**src/rtl/prbs_rx_pkg.sv**
```systemverilog
package prbs_rx_pkg;

    localparam int SEL_W  = 4;
    localparam int LFSR_W = 31;
    localparam int PAT_W  = 8;
    localparam int PH_W   = $clog2(PAT_W);
    localparam int CNT_W  = 6;
    localparam int ZRUN   = 14;
    localparam logic [SEL_W-1:0] ZSUP_SEL = 4'd4;

    typedef struct packed {
        logic [SEL_W-1:0] sel;
        logic             inv;
    } rx_cfg_t;

    typedef struct packed {
        logic [4:0] tap_lo;
        logic [4:0] tap_hi;
    } taps_t;

    function automatic taps_t poly_taps(input logic [2:0] idx);
        taps_t t;
        case (idx)
            3'd0:    t = '{tap_lo: 5'd5,  tap_hi: 5'd9};
            3'd1:    t = '{tap_lo: 5'd9,  tap_hi: 5'd11};
            3'd2:    t = '{tap_lo: 5'd14, tap_hi: 5'd15};
            3'd3:    t = '{tap_lo: 5'd17, tap_hi: 5'd20};
            3'd4:    t = '{tap_lo: 5'd3,  tap_hi: 5'd20};
            3'd5:    t = '{tap_lo: 5'd18, tap_hi: 5'd23};
            3'd6:    t = '{tap_lo: 5'd27, tap_hi: 5'd29};
            default: t = '{tap_lo: 5'd28, tap_hi: 5'd31};
        endcase
        return t;
    endfunction

    function automatic logic [PAT_W-1:0] pat_word(input logic [2:0] idx);
        logic [PAT_W-1:0] w;
        case (idx)
            3'd0:    w = 8'b0000_0000;
            3'd1:    w = 8'b1111_1111;
            3'd2:    w = 8'b0101_0101;
            3'd3:    w = 8'b0011_0011;
            3'd4:    w = 8'b0111_1111;
            3'd5:    w = 8'b1000_0000;
            3'd6:    w = 8'b0111_0111;
            default: w = 8'b1000_1000;
        endcase
        return w;
    endfunction

endpackage

```
**src/rtl/prbs_rx_ref.sv**
```systemverilog
module prbs_rx_ref
    import prbs_rx_pkg::*;
(
    input  logic    clk,
    input  logic    rst,
    input  logic    en,
    input  logic    load,
    input  rx_cfg_t cfg,
    input  logic    rx,
    input  logic    locked,
    output logic    mis
);

    logic [LFSR_W-1:0] sr;
    logic [PH_W-1:0]   ph;
    logic [PH_W-1:0]   pidx;
    logic [PAT_W-1:0]  pword;
    taps_t             tp;
    logic              zrun_hit;
    logic              prbs_exp;
    logic              pat_exp;
    logic              rx_eff;
    logic              exp_bit;

    always_comb begin
        tp       = poly_taps(cfg.sel[2:0]);
        zrun_hit = (cfg.sel == ZSUP_SEL) && (sr[ZRUN-1:0] == '0);
        prbs_exp = (sr[tp.tap_lo - 5'd1] ^ sr[tp.tap_hi - 5'd1]) | zrun_hit;
        pword    = pat_word(cfg.sel[2:0]);
        pidx     = PH_W'(PAT_W - 1) - ph;
        pat_exp  = pword[pidx];
        rx_eff   = cfg.sel[SEL_W-1] ? rx : (rx ^ cfg.inv);
        exp_bit  = cfg.sel[SEL_W-1] ? pat_exp : prbs_exp;
        mis      = rx_eff ^ exp_bit;
    end

    // hunting: load received bits / slip word phase; locked: free-run
    always_ff @(posedge clk) begin
        if (rst || load) begin
            sr <= '1;
            ph <= '0;
        end else if (en) begin
            sr <= {sr[LFSR_W-2:0], (locked ? prbs_exp : rx_eff)};
            if (locked || !mis) begin
                ph <= ph + 1'b1;
            end
        end
    end

endmodule

```
**src/rtl/prbs_rx_win.sv**
```systemverilog
module prbs_rx_win #(
    parameter int DEPTH = 128,
    parameter int LIMIT = 25
) (
    input  logic clk,
    input  logic rst,
    input  logic en,
    input  logic clear,
    input  logic push,
    output logic over,
    output logic aged
);

    localparam int CW = $clog2(DEPTH + 1);

    logic [DEPTH-1:0] hist;
    logic [CW-1:0]    tally;
    logic [CW-1:0]    tally_nx;

    assign aged     = hist[DEPTH-1];
    assign tally_nx = tally + CW'(push) - CW'(aged);
    assign over     = tally_nx > CW'(LIMIT);

    always_ff @(posedge clk) begin
        if (rst || clear) begin
            hist  <= '0;
            tally <= '0;
        end else if (en) begin
            hist  <= {hist[DEPTH-2:0], push};
            tally <= tally_nx;
        end
    end

endmodule

```
**src/rtl/prbs_rx_mon.sv**
```systemverilog
module prbs_rx_mon
    import prbs_rx_pkg::*;
#(
    parameter int WIN_LEN  = 128,
    parameter int LOSS_LIM = 25,
    parameter int PAT_LOCK = 20
) (
    input  logic             clk,
    input  logic             rst,
    input  logic             en,
    input  logic             rx_bit,
    input  logic             cfg_set,
    input  logic [SEL_W-1:0] cfg_sel,
    input  logic             cfg_inv,
    output logic             sync_o,
    output logic             loss_o,
    output logic             err_o,
    output logic             slip_o
);

    rx_cfg_t          cfg;
    taps_t            tp;
    logic [CNT_W-1:0] run;
    logic [CNT_W-1:0] run_nx;
    logic [CNT_W-1:0] lock_len;
    logic             load;
    logic             drop;
    logic             mis;
    logic             over;
    logic             aged;

    assign load     = en & cfg_set;
    assign drop     = en & ~cfg_set & sync_o & over;
    assign tp       = poly_taps(cfg.sel[2:0]);
    assign lock_len = cfg.sel[SEL_W-1] ? CNT_W'(PAT_LOCK) : CNT_W'({tp.tap_hi, 1'b0});
    assign run_nx   = run + 1'b1;
    assign slip_o   = 1'b0;

    prbs_rx_ref u_ref (
        .clk    (clk),
        .rst    (rst),
        .en     (en),
        .load   (load),
        .cfg    (cfg),
        .rx     (rx_bit),
        .locked (sync_o),
        .mis    (mis)
    );

    prbs_rx_win #(
        .DEPTH (WIN_LEN),
        .LIMIT (LOSS_LIM)
    ) u_win (
        .clk   (clk),
        .rst   (rst),
        .en    (en),
        .clear (load | drop),
        .push  (mis & sync_o),
        .over  (over),
        .aged  (aged)
    );

    always_ff @(posedge clk) begin
        if (rst) begin
            cfg    <= '0;
            sync_o <= 1'b0;
            run    <= '0;
            loss_o <= 1'b0;
            err_o  <= 1'b0;
        end else begin
            loss_o <= 1'b0;
            err_o  <= 1'b0;
            if (load) begin
                cfg    <= '{sel: cfg_sel, inv: cfg_inv};
                sync_o <= 1'b0;
                run    <= '0;
            end else if (en) begin
                if (sync_o) begin
                    if (over) begin
                        sync_o <= 1'b0;
                        loss_o <= 1'b1;
                        run    <= '0;
                    end else begin
                        err_o <= aged;
                    end
                end else if (mis) begin
                    run <= '0;
                end else if (run_nx == lock_len) begin
                    sync_o <= 1'b1;
                    run    <= '0;
                end else begin
                    run <= run_nx;
                end
            end
        end
    end

endmodule

```
**config.mk**
```make
export PLATFORM = sky130hd
export DESIGN_NAME = prbs_rx_mon
export DESIGN_NICKNAME = d
export VERILOG_FILES = /design/src/rtl/prbs_rx_pkg.sv /design/src/rtl/prbs_rx_ref.sv /design/src/rtl/prbs_rx_win.sv /design/src/rtl/prbs_rx_mon.sv
export SDC_FILE = /design/constraint.sdc
export NUM_CORES = 1
export LEC_CHECK = 0
export BUFFER_PORTS_ARGS = -buffer_cell sky130_fd_sc_hd__buf_2
export CAP_MARGIN = 20
export CORE_ASPECT_RATIO = 0.6
export CORE_MARGIN = 5
export CORE_UTILIZATION = 45
export DETAILED_ROUTE_END_ITERATION = 6
export GPL_TIMING_DRIVEN = 0
export PLACE_DENSITY = 0.71
export SYNTH_ARGS = -nofsm -noshare
export SYNTH_HDL_FRONTEND = slang
export SYNTH_SLANG_ARGS = --single-unit
```
**constraint.sdc**
```tcl
create_clock -name clk -period 10.25 [get_ports clk]
set_clock_uncertainty 0.2 [all_clocks]
set_input_delay 1.5375 -clock clk [delete_from_list [all_inputs] [get_ports clk]]
set_output_delay 1.5375 -clock clk [all_outputs]
set_load 0.01 [all_outputs]
```
==> key figures, run 1 <==
STA
  – Final hold viol count: 0
  – Setup tns final: 0 ns
  – Measured slew at the worst slew-check pin: 1.05 ns
  – Slew Limit Fails: 0
  – RSZ-0062 raised after global routing: no
  – Final setup viols: 0
  – Final WS setup: 2.18 ns
  – Fin crit share: 78.8%
  – Post-layout minimum cycle time: 8.07 ns
  – Final hold slack: 0.279 ns
  – Normalized max-slew margin: 29.9%
  – Max frequency: 0.124 GHz

Floorplanning
  – I/O Pins: 14
  – Die H: 114 um
  – Initial core utilization: 45.4%
  – Rows: 38
  – Core Box Area: 0.0179 sq mm
  – Die Span X: 183 um
  – Die ar.: 0.0209 sq mm

Pwr
  – Seq pwr share: 45.2%
  – Clock power frac: 43.4%
  – Net switching power: 0.400 mW
  – Leakage Power: 3.68 nW
  – Pwr Total: 1.61 mW
  – Pwr Density: 177 mW/mm^2
  – Internal power: 1.21 mW
  – Switching share of total power: 24.8%
  – Worst VDD drop: 0.265 mV
  – Comb pwr share: 11.4%

Placed design
  – Placer Congestion: 0.920
  – Pre-CTS setup slack: 2.40 ns
  – Inst Count DP: 1111
  – Buffers on Ports: 10
  – Post-DP Area: 0.00847 sq mm
  – Dpl hpwl: 11100 um

Hold path
  – HP Class: flip-flop to flip-flop

Setup path
  – CP Capture Type: flip-flop
  – Worst setup path end: u_win.hist[28]$_SDFFE_PP0P_
  – Worst setup SP type: flip-flop
  – Worst reg2reg setup slack: 2.18 ns
  – CP dominant cell by count: inv_1
  – Worst endpoint data arrival time: 8.17 ns
  – CP Launch Point: cfg[2]$_SDFFE_PP0P_
  – Worst R2R Path Depth: 33
  – CP max stage cell: a32oi_1
  – Worst Path Max Fanout: 10
  – Worst Path Required: 10.35 ns
  – R2r startpoint: cfg[2]$_SDFFE_PP0P_
  – R2r endpoint: u_win.hist[28]$_SDFFE_PP0P_
  – Max incr delay on CP: 0.49 ns
  – Crit Path Category: flip-flop to flip-flop

Final layout
  – Design Area, Final: 0.00911 sq mm
  – Utilization after layout: 50.9%
  – Ant diodes: 0
  – Share of layout cells above drive strength 1: 7.87%
  – Final Instance Count excl. Fillers: 1142
  – Synth-to-Final Area Change: 12.2%
  – Final #Nets: 912

Yosys
  – Post-synthesis async set-or-reset flop share: 0%
  – Combinational family with the most area after synthesis: multiplexers
  – Library cells used by synthesis: 70
  – Synth Cell Area: 0.00812 sq mm
  – Adder-Cell Fraction of Synth Area: 1.94%
  – Syn avg cell area: 9.43 sq um
  – Xor/xnor share of the synthesized area: 1.94%
  – Ys Warns: 0
  – Synth Area in Compound Gates: 9.79%
  – EDFF count, synth: 0
  – Post-synth top cells: dfxtp_1, mux2i_1, nor2_1
  – Register area share after synthesis: 45.4%
  – Mux cell area share after synthesis: 21.7%
  – Synth area leaders: dfxtp_1, mux2i_1, nor2_1
  – Syn nets: 883
  – Count leader, synth: dfxtp_1
  – Cell taking the most area after synthesis: dfxtp_1
  – Ys flop type: dfxtp_1
  – Mapped Cells: 861
  – #FFs+latches synth: 184
  – Post-synth top area share: 45.4%
  – Synth Area in Simple Gates: 15.0%

Clock network
  – CTS tree: yes
  – CTS buffer count: 17
  – Post-cts resize count: 0
  – Root Driver: clkbuf_16
  – # Post-CTS Setup Buffers: 0
  – Clk_lat worst skew: 0.44 ns
  – CTS sink cnt: 184
  – Clock tree buffer depth: 2
  – Max H-tree Level: 4
  – Register clock-pin slew on the reported worst setup and hold paths: 0.07 ns
  – Hold_buf cts: 0

Routing
  – # DRC: 0
  – DR iter-0 viols: 512
  – DRT antenna net count: 0
  – Routed WL per cell: 13.9 um
  – Via/cell ratio: 5.23
  – Number of vias in the routed layout: 5967
  – Initial DRT Pass Iterations: 5
  – WL final: 15900 um

Global routing
  – Met2 Usage GRT: 21.8%
  – Met3 usage: 5.00%
  – Pin count of the biggest net entering global routing: 17
  – Grt met1 use: 23.9%
  – First-pass GRT wire length: 27300 um
  – Most Used Layer, Global Route: met1
  – Number of global-route vias before repair: 5452
  – Total gr overflow: 0
  – GRT Util Overall: 16.0%
  – Initial antenna violation count: 0

Job
  – # Max-Cap Violations: 0

Run status
  – Status: finished, final reports clean
## kinds of logic after synthesis
kind of cell	count (synthesis)
other cells	1
buf+inv	84
flops	184
simple gates	279
fa+ha+maj	12
mux	173
xor+xnor	18
compound gates	110
## power groups by stage
| stage | clock [mW] | sequential, mW | combinational (mW) |
|---|---|---|---|
| floorplan | 0 | 0.743 | 0.145 |
| global placement | 0 | 0.744 | 0.179 |
| detailed placement | 0 | 0.744 | 0.181 |
| CTS | 0.715 | 0.728 | 0.182 |
| global route | 0.748 | 0.729 | 0.202 |
| finish | 0.699 | 0.728 | 0.183 |
## cell usage in the layout, fill, tap and decap left out, drive strengths merged, types with 4 or more instances in the layout
cell type  synthesis  final
a21oi             31     31
dfxtp            184    184
nor2b              7      7
nand2             61     61
mux2               4      4
bufinv             0      4
nor3              11     11
nand2b            10     10
nor2             148    148
o21ai             24     24
xnor2             15     15
clkbuf            43     62
buf               15     25
nand4              4      4
inv               26     28
clkinvlp           0      4
nor4               5      5
o211ai             5      5
a21o               5      5
o2bb2ai            4      4
a211oi             5      5
mux2i            167    167
ha                11     11
nand3             20     20
o221ai             5      5
## registers in the layout, summed over array words and instances (netlist names)
register and flops:
cfg 5, err_o 1, loss_o 1, run 6, sync_o 1, u_ref.ph 3, u_ref.sr 31, u_win.hist 128
u_win.tally 8
## routing by layer
layer  share of wire [%]  routed length (um)  vias to the layer above
met5                   0                   0                        -
met4                 1.1                 182                        0
met3                 6.0                 963                       21
met2                  40                6420                      148
met1                  52                8360                     2764
li1                    -                   -                     3034
## area by class of cell
class                   instances  area, sq um
plain buffers                  58          246
clock buffers                  19          443
clock inverters                12          195
fillers                      1667         8770
inverters                      26         97.6
multi-input cells             593         4090
flip-flops and latches        184         3680
well taps                     240          300
repair buffers                 10         50.0
## worst max-delay path: cells and delay by family (launching register included)
kind            cells  cell delay [ns]
compound gates     13             2.43
buf+inv             9             2.31
fa+ha+maj           4             1.22
simple gates        6             1.08
flops               1             0.48
xor+xnor            1             0.21
## worst min-delay path by stage
stage                                   start             endpoint  slack [ns]  cells after the start
after global placement    cfg[0]$_SDFFE_PP0P_  cfg[0]$_SDFFE_PP0P_        0.27                      2
after global routing      cfg[0]$_SDFFE_PP0P_  cfg[0]$_SDFFE_PP0P_        0.31                      2
final                     cfg[0]$_SDFFE_PP0P_  cfg[0]$_SDFFE_PP0P_        0.28                      2
after floorplan           cfg[0]$_SDFFE_PP0P_  cfg[0]$_SDFFE_PP0P_        0.24                      2
after detailed placement  cfg[0]$_SDFFE_PP0P_  cfg[0]$_SDFFE_PP0P_        0.27                      2
after CTS                 cfg[0]$_SDFFE_PP0P_  cfg[0]$_SDFFE_PP0P_        0.28                      2
No activity file was read; power rests on OpenSTA's default activity.
==> inputs of run 2 (changes only) <==
clock period = 8 ns   (was 10.25 ns; I/O delays follow)
==> key figures, run 2 (synthesis results as in run 1) <==
Pwr
  – Pwr Density: 226 mW/mm^2 (+28%)
  – Pwr Total: 2.07 mW (+28%)
  – Worst VDD drop: 0.339 mV (+28%)
  – Leakage Power: 3.73 nW (+1.5%)

Routing
  – M1 WL: 8590 um (+2.7%)
  – WL final: 15900 um (-0.14%)
  – Number of vias in the routed layout: 5943 (-0.40%)
  – Met3 wire length: 805 um (-16%)
  – # DRC: 0 (unchanged)
  – Via/cell ratio: 5.20 (-0.40%)
  – Routed WL per cell: 13.9 um (-0.14%)
  – DRT antenna net count: 0 (unchanged)
  – Routed wl met2: 6260 um (-2.4%)
  – DR top layer: met4
  – DR iter-0 viols: 508 (-0.78%)
  – Initial DRT Pass Iterations: 5 (unchanged)

STA
  – Final hold viol count: 0 (unchanged)
  – Post-layout minimum cycle time: 7.39 ns (-0.678 ns)
  – Max frequency: 0.135 GHz (+9.2%)
  – Slew Limit Fails: 0 (unchanged)
  – Final WS setup: 0.606 ns (-1.57 ns)
  – Fin crit share: 92.4% (+14 points)
  – Final setup viols: 0 (unchanged)
  – Final hold slack: 0.280 ns (+0.00138 ns)
  – Normalized max-slew margin: 30.0% (+0.13 points)
  – Measured slew at the worst slew-check pin: 1.05 ns (-0.00192 ns)
  – RSZ-0062 raised after global routing: no
  – Setup tns final: 0 ns (unchanged)

Floorplanning
  – Die Span X: 183 um (unchanged)
  – I/O Pins: 14 (unchanged)
  – Die H: 114 um (unchanged)
  – Initial core utilization: 45.4% (unchanged)
  – Die ar.: 0.0209 sq mm (unchanged)
  – Core Box Area: 0.0179 sq mm (unchanged)
  – Rows: 38 (unchanged)

Final layout
  – Final #Nets: 912 (unchanged)
  – Biggest regs: u_win.hist (128), u_ref.sr (31), u_win.tally (8)
  – Utilization after layout: 51.1% (+0.17 points)
  – Share of layout cells above drive strength 1: 9.98% (+2.1 points)
  – Commonest non-fill, non-tap cell in the layout: dfxtp_1
  – Fillers: 1663 (-0.24%)
  – Commonest cells after routing, fill and taps aside: dfxtp_1, mux2i_1, nor2_1
  – Final Instance Count excl. Fillers: 1142 (unchanged)
  – Design Area, Final: 0.00914 sq mm (+0.33%)
  – Ant diodes: 0 (unchanged)
  – Max reg flops: 128 (unchanged)
  – Synth-to-Final Area Change: 12.5%
  – Largest Register: u_win.hist

Global routing
  – Pin count of the biggest net entering global routing: 17 (unchanged)
  – First-pass GRT wire length: 27300 um (unchanged)
  – Initial antenna violation count: 0 (unchanged)
  – Number of global-route vias before repair: 5452 (unchanged)
  – GRT Util Overall: 16.0% (unchanged)
  – Total gr overflow: 0 (unchanged)

Setup path
  – CP dominant cell by count: inv_1
  – R2r endpoint: u_win.hist[80]$_SDFFE_PP0P_
  – R2r startpoint: cfg[3]$_SDFFE_PP0P_
  – Worst setup SP type: flip-flop
  – Worst reg2reg setup slack: 0.61 ns (-1.57 ns)
  – Worst R2R Path Depth: 33 (unchanged)
  – Worst Path Max Fanout: 10 (unchanged)
  – CP max stage cell: or4_4
  – Worst Path Required: 8.11 ns (-2.24 ns)
  – Worst endpoint data arrival time: 7.51 ns (-0.66 ns)
  – CP top delay family: compound AO/OA/AOI/OAI gates
  – Max incr delay on CP: 0.54 ns (+0.05 ns)
  – Crit Path Category: flip-flop to flip-flop
  – Worst Path Buf+Inv: 10 (+1)
  – CP Capture Type: flip-flop

Run status
  – Status: finished, final reports clean

Clock network
  – Root Driver: clkbuf_16
  – Clk_lat worst skew: 0.43 ns (about the same)
  – Clock tree buffer depth: 2 (unchanged)
  – CTS tree: yes
  – CTS sink cnt: 184 (unchanged)
  – Post-cts resize count: 0 (unchanged)
  – Max H-tree Level: 4 (unchanged)
  – Register clock-pin slew on the reported worst setup and hold paths: 0.07 ns (about the same)
  – Hold_buf cts: 0 (unchanged)
  – # Post-CTS Setup Buffers: 0 (unchanged)
  – CTS buffer count: 17 (unchanged)

Placed design
  – Placer Congestion: 0.920 (unchanged)
  – Dpl hpwl: 11100 um (unchanged)
  – Pre-CTS setup slack: 0.153 ns (-2.25 ns)
  – Buffers on Ports: 10 (unchanged)
  – Post-DP Area: 0.00847 sq mm (unchanged)
  – Inst Count DP: 1111 (unchanged)

Hold path
  – Hold path endpoint: cfg[0]$_SDFFE_PP0P_
  – Hold Path Cell Cnt: 2 (unchanged)
  – HP Start: cfg[0]$_SDFFE_PP0P_
  – HP Class: flip-flop to flip-flop

Job
  – # Max-Cap Violations: 0 (unchanged)
[run 2: cell types whose count changed in the layout (fill, tap and decap cells not counted), sizes merged]
cell and delta:
buf -1, clkbuf +1
[run 2: worst reg2reg max path, delay by kind of cell, from the launching register on]
kind	cells	cell delay, ns
AND/OR/NAND/NOR	6	1.13
XOR/XNOR	1	0.20
AO/OA/AOI/OAI	12	2.17
buffers and inverters	10	1.92
adder cells (fa/ha/maj)	4	1.32
flip-flops	1	0.33
[run 2: final cells by class]
cell class	instances	area, sq um	share of cell area [%]
repair buffers	10	50.0	0.548
clock buffers	19	443	4.85
inverters	26	97.6	1.07
multi-input cells	593	4100	44.9
flip-flops and latches	184	3680	40.3
well taps	240	300	3.29
plain buffers	58	269	2.94
clock inverters	12	195	2.14
[run 2: worst max path at each step]
| stage | from | end | slack (ns) | cells after the start |
|---|---|---|---|---|
| after floorplan | cfg[2]$_SDFFE_PP0P_ | u_win.hist[10]$_SDFFE_PP0P_ | 1.62 | 33 |
| after global placement | cfg[2]$_SDFFE_PP0P_ | u_win.hist[29]$_SDFFE_PP0P_ | 0.12 | 32 |
| after detailed placement | cfg[2]$_SDFFE_PP0P_ | u_win.hist[28]$_SDFFE_PP0P_ | 0.15 | 33 |
| after CTS | cfg[2]$_SDFFE_PP0P_ | u_win.hist[80]$_SDFFE_PP0P_ | 0.1 | 33 |
| after global routing | cfg[3]$_SDFFE_PP0P_ | u_win.hist[72]$_SDFFE_PP0P_ | 0.04 | 33 |
| final | cfg[3]$_SDFFE_PP0P_ | u_win.hist[80]$_SDFFE_PP0P_ | 0.61 | 33 |
[run 2: routing by layer]
layer / vias up / track usage [%]
met2: 127 / 21.8
li1: 3033 / -
met3: 29 / 5.00
met1: 2754 / 23.9
met5: - / 0
met4: 0 / 4.71
[run 2: power by group]
group | internal (mW) | switching [mW]
sequential | 0.925 | 0.00846
clock | 0.536 | 0.360
combinational | 0.0929 | 0.144
